## config.mk

```make
export PLATFORM = sky130hd
export DESIGN_NAME = dma_addr_gen
export DESIGN_NICKNAME = d
export VERILOG_FILES = /design/src/rtl/dma_ag_pkg.sv /design/src/rtl/dma_ag_align_chk.sv /design/src/rtl/dma_ag_step_chain.sv /design/src/rtl/dma_addr_gen.sv
export SDC_FILE = /design/constraint.sdc
export NUM_CORES = 1
export LEC_CHECK = 0
export BUFFER_PORTS_ARGS = -buffer_cell sky130_fd_sc_hd__buf_2
export CAP_MARGIN = 25
export CORE_MARGIN = 2
export CORE_UTILIZATION = 40
export CTS_BUF_LIST = sky130_fd_sc_hd__clkbuf_4 sky130_fd_sc_hd__clkbuf_8
export DETAILED_ROUTE_END_ITERATION = 16
export PLACE_DENSITY_LB_ADDON = 0.08
export SKIP_LAST_GASP = 1
export SYNTH_ARGS = -nofsm -noshare
export SYNTH_HDL_FRONTEND = slang
export SYNTH_HIERARCHICAL = 1
export SYNTH_SLANG_ARGS = --single-unit
```

## constraint.sdc

```tcl
create_clock -name clk -period 10.4 [get_ports clk]
set_clock_uncertainty 0.2 [all_clocks]
set_input_delay 2.08 -clock clk [delete_from_list [all_inputs] [get_ports clk]]
set_output_delay 2.08 -clock clk [all_outputs]
set_load 0.005 [all_outputs]
```

## src/rtl/dma_ag_pkg.sv

```systemverilog
package dma_ag_pkg;

  // bits a window code leaves free to change (all for code 0)
  function automatic logic [63:0] win_mask(input logic [4:0] code);
    if (code == 5'd0) return '1;
    return (64'd1 << code) - 64'd1;
  endfunction

  // add and keep bits above the window fixed
  function automatic logic [63:0] wrap_add(input logic [63:0] base,
                                           input logic [63:0] addend,
                                           input logic [4:0]  code);
    logic [63:0] sum;
    logic [63:0] mk;
    sum = base + addend;
    mk  = win_mask(code);
    return (base & ~mk) | (sum & mk);
  endfunction

  // bytes per access, zero for unsupported codes
  function automatic logic [5:0] lane_of(input logic [2:0] code);
    if (code > 3'd5) return 6'd0;
    return 6'd1 << code;
  endfunction

endpackage

```

## src/rtl/dma_ag_align_chk.sv

```systemverilog
module dma_ag_align_chk #(
  parameter int AW = 32,
  parameter int OW = 16
) (
  input  logic [AW-1:0] start_addr,
  input  logic [2:0]    size_code,
  input  logic [OW-1:0] acc_off,
  output logic          bad_addr,
  output logic          bad_off
);
  import dma_ag_pkg::*;

  logic [5:0] lanes;
  logic [5:0] low_mask;
  logic       size_bad;

  assign lanes    = lane_of(size_code);
  assign size_bad = (lanes == 6'd0);
  assign low_mask = lanes - 6'd1;

  always_comb begin
    bad_addr = size_bad;
    bad_off  = 1'b0;
    if (!size_bad) begin
      bad_addr = |(6'(start_addr) & low_mask);
      bad_off  = |(6'(acc_off) & low_mask);
    end
  end

endmodule

```

## src/rtl/dma_ag_step_chain.sv

```systemverilog
module dma_ag_step_chain #(
  parameter int AW = 32,
  parameter int NS = 3
) (
  input  logic [AW-1:0]         addr_in,
  input  logic [NS-1:0]         stage_en,
  input  logic [NS-1:0][AW-1:0] stage_add,
  input  logic [4:0]            win_code,
  output logic [AW-1:0]         addr_out
);
  import dma_ag_pkg::*;

  logic [NS:0][AW-1:0] chain;

  assign chain[0] = addr_in;

  for (genvar s = 0; s < NS; s++) begin : g_stage
    logic [AW-1:0] stage_sum;
    assign stage_sum  = AW'(wrap_add(64'(chain[s]), 64'(stage_add[s]), win_code));
    assign chain[s+1] = stage_en[s] ? stage_sum : chain[s];
  end

  assign addr_out = chain[NS];

endmodule

```

## src/rtl/dma_addr_gen.sv

```systemverilog
module dma_addr_gen #(
  parameter int AW = 32,
  parameter int OW = 16,
  parameter int MW = 32,
  parameter int JW = 32
) (
  input  logic          clk,
  input  logic          rst_n,
  input  logic          load,
  input  logic [AW-1:0] cfg_start_addr,
  input  logic [2:0]    cfg_size,
  input  logic [OW-1:0] cfg_acc_off,
  input  logic [4:0]    cfg_mod,
  input  logic          cfg_minor_en,
  input  logic [MW-1:0] cfg_minor_off,
  input  logic [JW-1:0] cfg_major_adj,
  input  logic          step_acc,
  input  logic          step_minor,
  input  logic          step_major,
  output logic [AW-1:0] addr,
  output logic [5:0]    lane_bytes,
  output logic          err_addr,
  output logic          err_off
);
  import dma_ag_pkg::*;

  localparam int NSTAGE = 3;

  logic [AW-1:0] addr_q;
  logic [4:0]    mod_q;
  logic [2:0]    size_q;
  logic [OW-1:0] aoff_q;
  logic          men_q;
  logic [MW-1:0] moff_q;
  logic [JW-1:0] madj_q;
  logic          ea_q, eo_q;

  logic          ea_d, eo_d;
  logic          blocked;
  logic          any_step;
  logic          upd_en;
  logic [NSTAGE-1:0]         st_en;
  logic [NSTAGE-1:0][AW-1:0] st_add;
  logic [AW-1:0] addr_next;
  logic [AW-1:0] frozen_mask;

  dma_ag_align_chk #(.AW(AW), .OW(OW)) u_align (
    .start_addr (cfg_start_addr),
    .size_code  (cfg_size),
    .acc_off    (cfg_acc_off),
    .bad_addr   (ea_d),
    .bad_off    (eo_d)
  );

  // stage order: access step, minor offset, major adjustment
  assign st_en[0]  = step_acc;
  assign st_en[1]  = step_minor & men_q;
  assign st_en[2]  = step_major;
  assign st_add[0] = AW'($signed(aoff_q));
  assign st_add[1] = AW'($signed(moff_q));
  assign st_add[2] = AW'($signed(madj_q));

  dma_ag_step_chain #(.AW(AW), .NS(NSTAGE)) u_chain (
    .addr_in  (addr_q),
    .stage_en (st_en),
    .stage_add(st_add),
    .win_code (mod_q),
    .addr_out (addr_next)
  );

  assign blocked     = ea_q | eo_q;
  assign any_step    = step_acc | step_minor | step_major;
  assign upd_en      = any_step & ~blocked & ~load;
  assign frozen_mask = ~AW'(win_mask(mod_q));

  always_ff @(posedge clk or negedge rst_n) begin
    if (!rst_n) begin
      addr_q <= '0;
      mod_q  <= '0;
      size_q <= '0;
      aoff_q <= '0;
      men_q  <= 1'b0;
      moff_q <= '0;
      madj_q <= '0;
      ea_q   <= 1'b0;
      eo_q   <= 1'b0;
    end else if (load) begin
      addr_q <= cfg_start_addr;
      mod_q  <= cfg_mod;
      size_q <= cfg_size;
      aoff_q <= cfg_acc_off;
      men_q  <= cfg_minor_en;
      moff_q <= cfg_minor_off;
      madj_q <= cfg_major_adj;
      ea_q   <= ea_d;
      eo_q   <= eo_d;
    end else if (upd_en) begin
      addr_q <= addr_next;
    end
  end

  assign addr       = addr_q;
  assign lane_bytes = lane_of(size_q);
  assign err_addr   = ea_q;
  assign err_off    = eo_q;


  load_addr_chk: assert property (@(posedge clk) disable iff (!rst_n)
    load |=> (addr == $past(cfg_start_addr)));


  err_latch_chk: assert property (@(posedge clk) disable iff (!rst_n)
    load |=> ((err_addr == $past(ea_d)) && (err_off == $past(eo_d))));


  err_hold_chk: assert property (@(posedge clk) disable iff (!rst_n)
    (blocked && !load) |=> $stable(addr));


  idle_hold_chk: assert property (@(posedge clk) disable iff (!rst_n)
    (!load && !any_step) |=> $stable(addr));


  win_freeze_chk: assert property (@(posedge clk) disable iff (!rst_n)
    (!load && mod_q != 5'd0) |=> ((addr & $past(frozen_mask)) == ($past(addr) & $past(frozen_mask))));


  lane_onehot_chk: assert property (@(posedge clk) disable iff (!rst_n)
    $onehot0(lane_bytes));

endmodule

```

==> metrics <==
hold depth 1; Synth async-reset ratio 1.000; vias after detailed routing 11180; detailed router's first-iteration violation count 592; RSZ-0062 raised after global routing no; count of input and output buffers 166; number of unique standard cell types used by synthesis 85; remaining max-slew budget at the tightest pin 0.4359; upper clock frequency limit 0.1131 GHz; register clock-pin slew on the reported worst setup and hold paths 0.09 ns; dpl hpwl 30.85 mm; pin count of the biggest net entering global routing 63; standby leakage power 6.085 nW; CTS sink count 123; Post-CTS Hold Buffers 0; count of TritonRoute iterations in the first routing pass 5; fraction of final layout cells with drive strength greater than 1 0.2744; routability congestion estimate 0.9294; post-CTS setup repair buffer count 0; Final Critical Period 8.844 ns; count of endpoints failing setup in the final report 0; Post-Synth Simple-Gate Area 0.1463; Area contributors post-synth dfrtp_1 25%, mux2_2 17%, ha_1 10%, a21oi_1 4.8%, nand2_1 4.3%; cell with the biggest individual delay on the critical path dfrtp_1; vias in the first global route 10790; number of nets with antenna violations after routing 0; Buf+Inv Stages, Crit Path 2; Crit Reg-Reg Startpoint mod_q[2]; Skew-Pair Late Insertion Delay 0.50 ns; Final TNS setup 0 ns; top-level I/O count 167; relative area change from synthesis to final layout 13.12%; global-route total usage across every layer 0.2508; count of nets after finishing 1753; post-DR vias/cell 5.798; setup slack of the most critical reg-to-reg path 1.56 ns; max-slew violations 0; Crit path arrival time 9.04 ns; maximum fanout encountered on the critical timing path 24; post-synth net total 1606; most common cell in the synthesized netlist mux2_2; clock root buffer clkbuf_8; Post-Syn Instances 1378; total of fill cells in the finished design 2997; H-tree Lvls 4; most used standard cells in the synthesized netlist 186 x mux2_2, 139 x nand2_1, 123 x dfrtp_1; Reg-to-Reg End addr[31]; antenna violations before repair 0; starting density of the core 0.4074; launch instance of the worst min-delay path men_q; delay contributed by the slowest stage of the critical path 0.79 ns; die footprint 31680 um^2; final worst-path cycle share 0.8504; worst slew pin tran 0.8461 ns; Worst Hold Class reg2reg; number of cells on the worst reg-to-reg path 33; Main synth FF type dfrtp_1; power after layout 3.935 mW; Max VDD drop 0.1775 mV; overall overflow remaining after global route 0; Adder-Cell Fraction of Synth Area 0.1062; warning count from the yosys run 6; average detailed-routed wire length per instance 20.29 um; end of the worst hold path men_q; synthesized-area fraction occupied by ao, oa, aoi and oai cells 0.2229; number of buffers on the longest clock path 2; Req. time, crit path 10.60 ns; final WL 39.13 mm; remaining design rule violation count 0; Cell Pwr Density 287.3 nW/um^2; share of the synthesized netlist area taken by xor and xnor gates 0.06004; Final Hold Violating Endpoints 0; count of antenna diodes in the layout 0; clock buffer count from CTS 17; Worst setup EP type flip-flop; Avg Inst Size Synth 8.787 um^2; TritonCTS clock tree yes; # Max-Cap Violations 0; sequential-to-total area share from yosys stat 0.2542; Yosys reg bits 123; kind of cell with the highest combined delay on the critical path compound AO/OA/AOI/OAI gates; global-route wire length before repair 60.33 mm; sort of element at the start of the critical path flip-flop; combinational family with the most area after synthesis compound AO/OA/AOI/OAI gates; class of the most critical setup path reg2reg; result of the run finished clean; DP Cell Count 1896; Std-Cell Rows 63; Syn Std Cell Area 12110 um^2; area share of the leading cell type in the synthesized netlist 0.2542; multiplexer fraction of the synthesized cell area 0.1781; count of instances resized after the clock tree is built 0; Finished Layout Cells 1928; area leader, netlist dfrtp_1; count of flip-flops with a built-in enable after synthesis 0; core area 29720 um^2; overall die height 178.0 um; Die Span X 178.0 um
[cells by family after synthesis]
kind of cell,count (synthesis)
buf+inv,91
flops,123
mux,192
compound gates,416
xor+xnor,83
simple gates,372
fa+ha+maj,101
[routing by layer]
layer	track usage	vias up	share of wire	wire length [um]
li1	-	5421	-	-
met5	0	-	0	0
met1	0.3192	5399	0.45	17440
met3	0.04199	57	0.043	1701
met4	0.09734	0	0.032	1271
met2	0.4236	302	0.48	18720
[cells in the final DEF (no fill, tap or decap), types with 5 or more instances in the layout]
master	instances
xor2_1	32
nor4_1	5
dfrtp_1	123
a21o_1	51
o21ai_1	22
nor2_1	76
o21bai_1	11
o22ai_1	10
ha_1	98
nand2b_1	16
or3_1	10
nor3b_1	6
mux2_2	186
clkbuf_8	19
buf_4	14
o21ai_0	66
and2_1	5
nand3_1	32
xnor2_1	51
inv_1	40
o31ai_1	8
o211ai_1	14
o21a_1	14
and3_1	10
nand2_1	139
a211oi_1	8
mux2i_1	5
buf_2	164
nor3_1	25
a21oi_1	116
nand4_1	10
a21boi_0	6
a31oi_1	26
nor2b_1	15
o221ai_1	7
clkinvlp_4	5
[worst reg2reg max path: cells and delay by family (launching register included)]
family,cells,cell delay (ns)
flops,1,0.79
mux,2,0.52
fa+ha+maj,3,1.36
simple gates,14,2.24
buf+inv,2,0.39
compound gates,9,2.72
xor+xnor,3,0.52
[registers in the layout, summed over array words and instances (netlist names)]
register and flops:
men_q 1, aoff_q 16, addr 32, madj_q 32, err_off 1, size_q 3, moff_q 32, mod_q 5
err_addr 1
[power breakdown]
group / switching [mW] / internal (mW) / leakage (nW)
registers: 0.126 / 0.571 / 1.43
logic: 1.56 / 1.23 / 4.46
clock network: 0.221 / 0.226 / 0.191
total: 1.91 / 2.02 / 6.08
[worst max path at each step]
stage | slack, ns | to | startpoint | cells past startpoint
6_report | 1.56 | addr[31] | mod_q[2] | 33
5_1_grt | 0.73 | addr[31] | mod_q[2] | 33
4_1_cts | 1.61 | addr[31] | mod_q[3] | 34
3_5_place_dp | 1.65 | addr[31] | mod_q[2] | 34
3_3_place_gp | 1.80 | addr[31] | mod_q[2] | 33
2_1_floorplan | 2.52 | addr[28] | step_acc | 29
[through the flow]
stage	hold WS [ns]	utilization	setup slack, ns	cell area (um^2)
4_1_cts	0.3125	0.4609	1.614	13700
3_5_place_dp	0.2929	0.4473	1.645	13290
6_report	0.3041	0.4609	1.556	13700
5_1_grt	0.3418	0.4609	0.7265	13700
2_1_floorplan	0.2728	-	2.519	12110
3_3_place_gp	0.2898	0.4473	1.803	13290
[area by class of cell]
class,instances,area [um^2],area share
timing repair buffer,179,937.1,0.06842
clock inverter,13,142.6,0.01041
inverter,40,150.1,0.01096
tap,390,488.0,0.03563
clock buffer,19,261.5,0.01909
multi-input combinational,1164,8640,0.6308
sequential,123,3078,0.2247
Power figures use the tool's default switching activity.
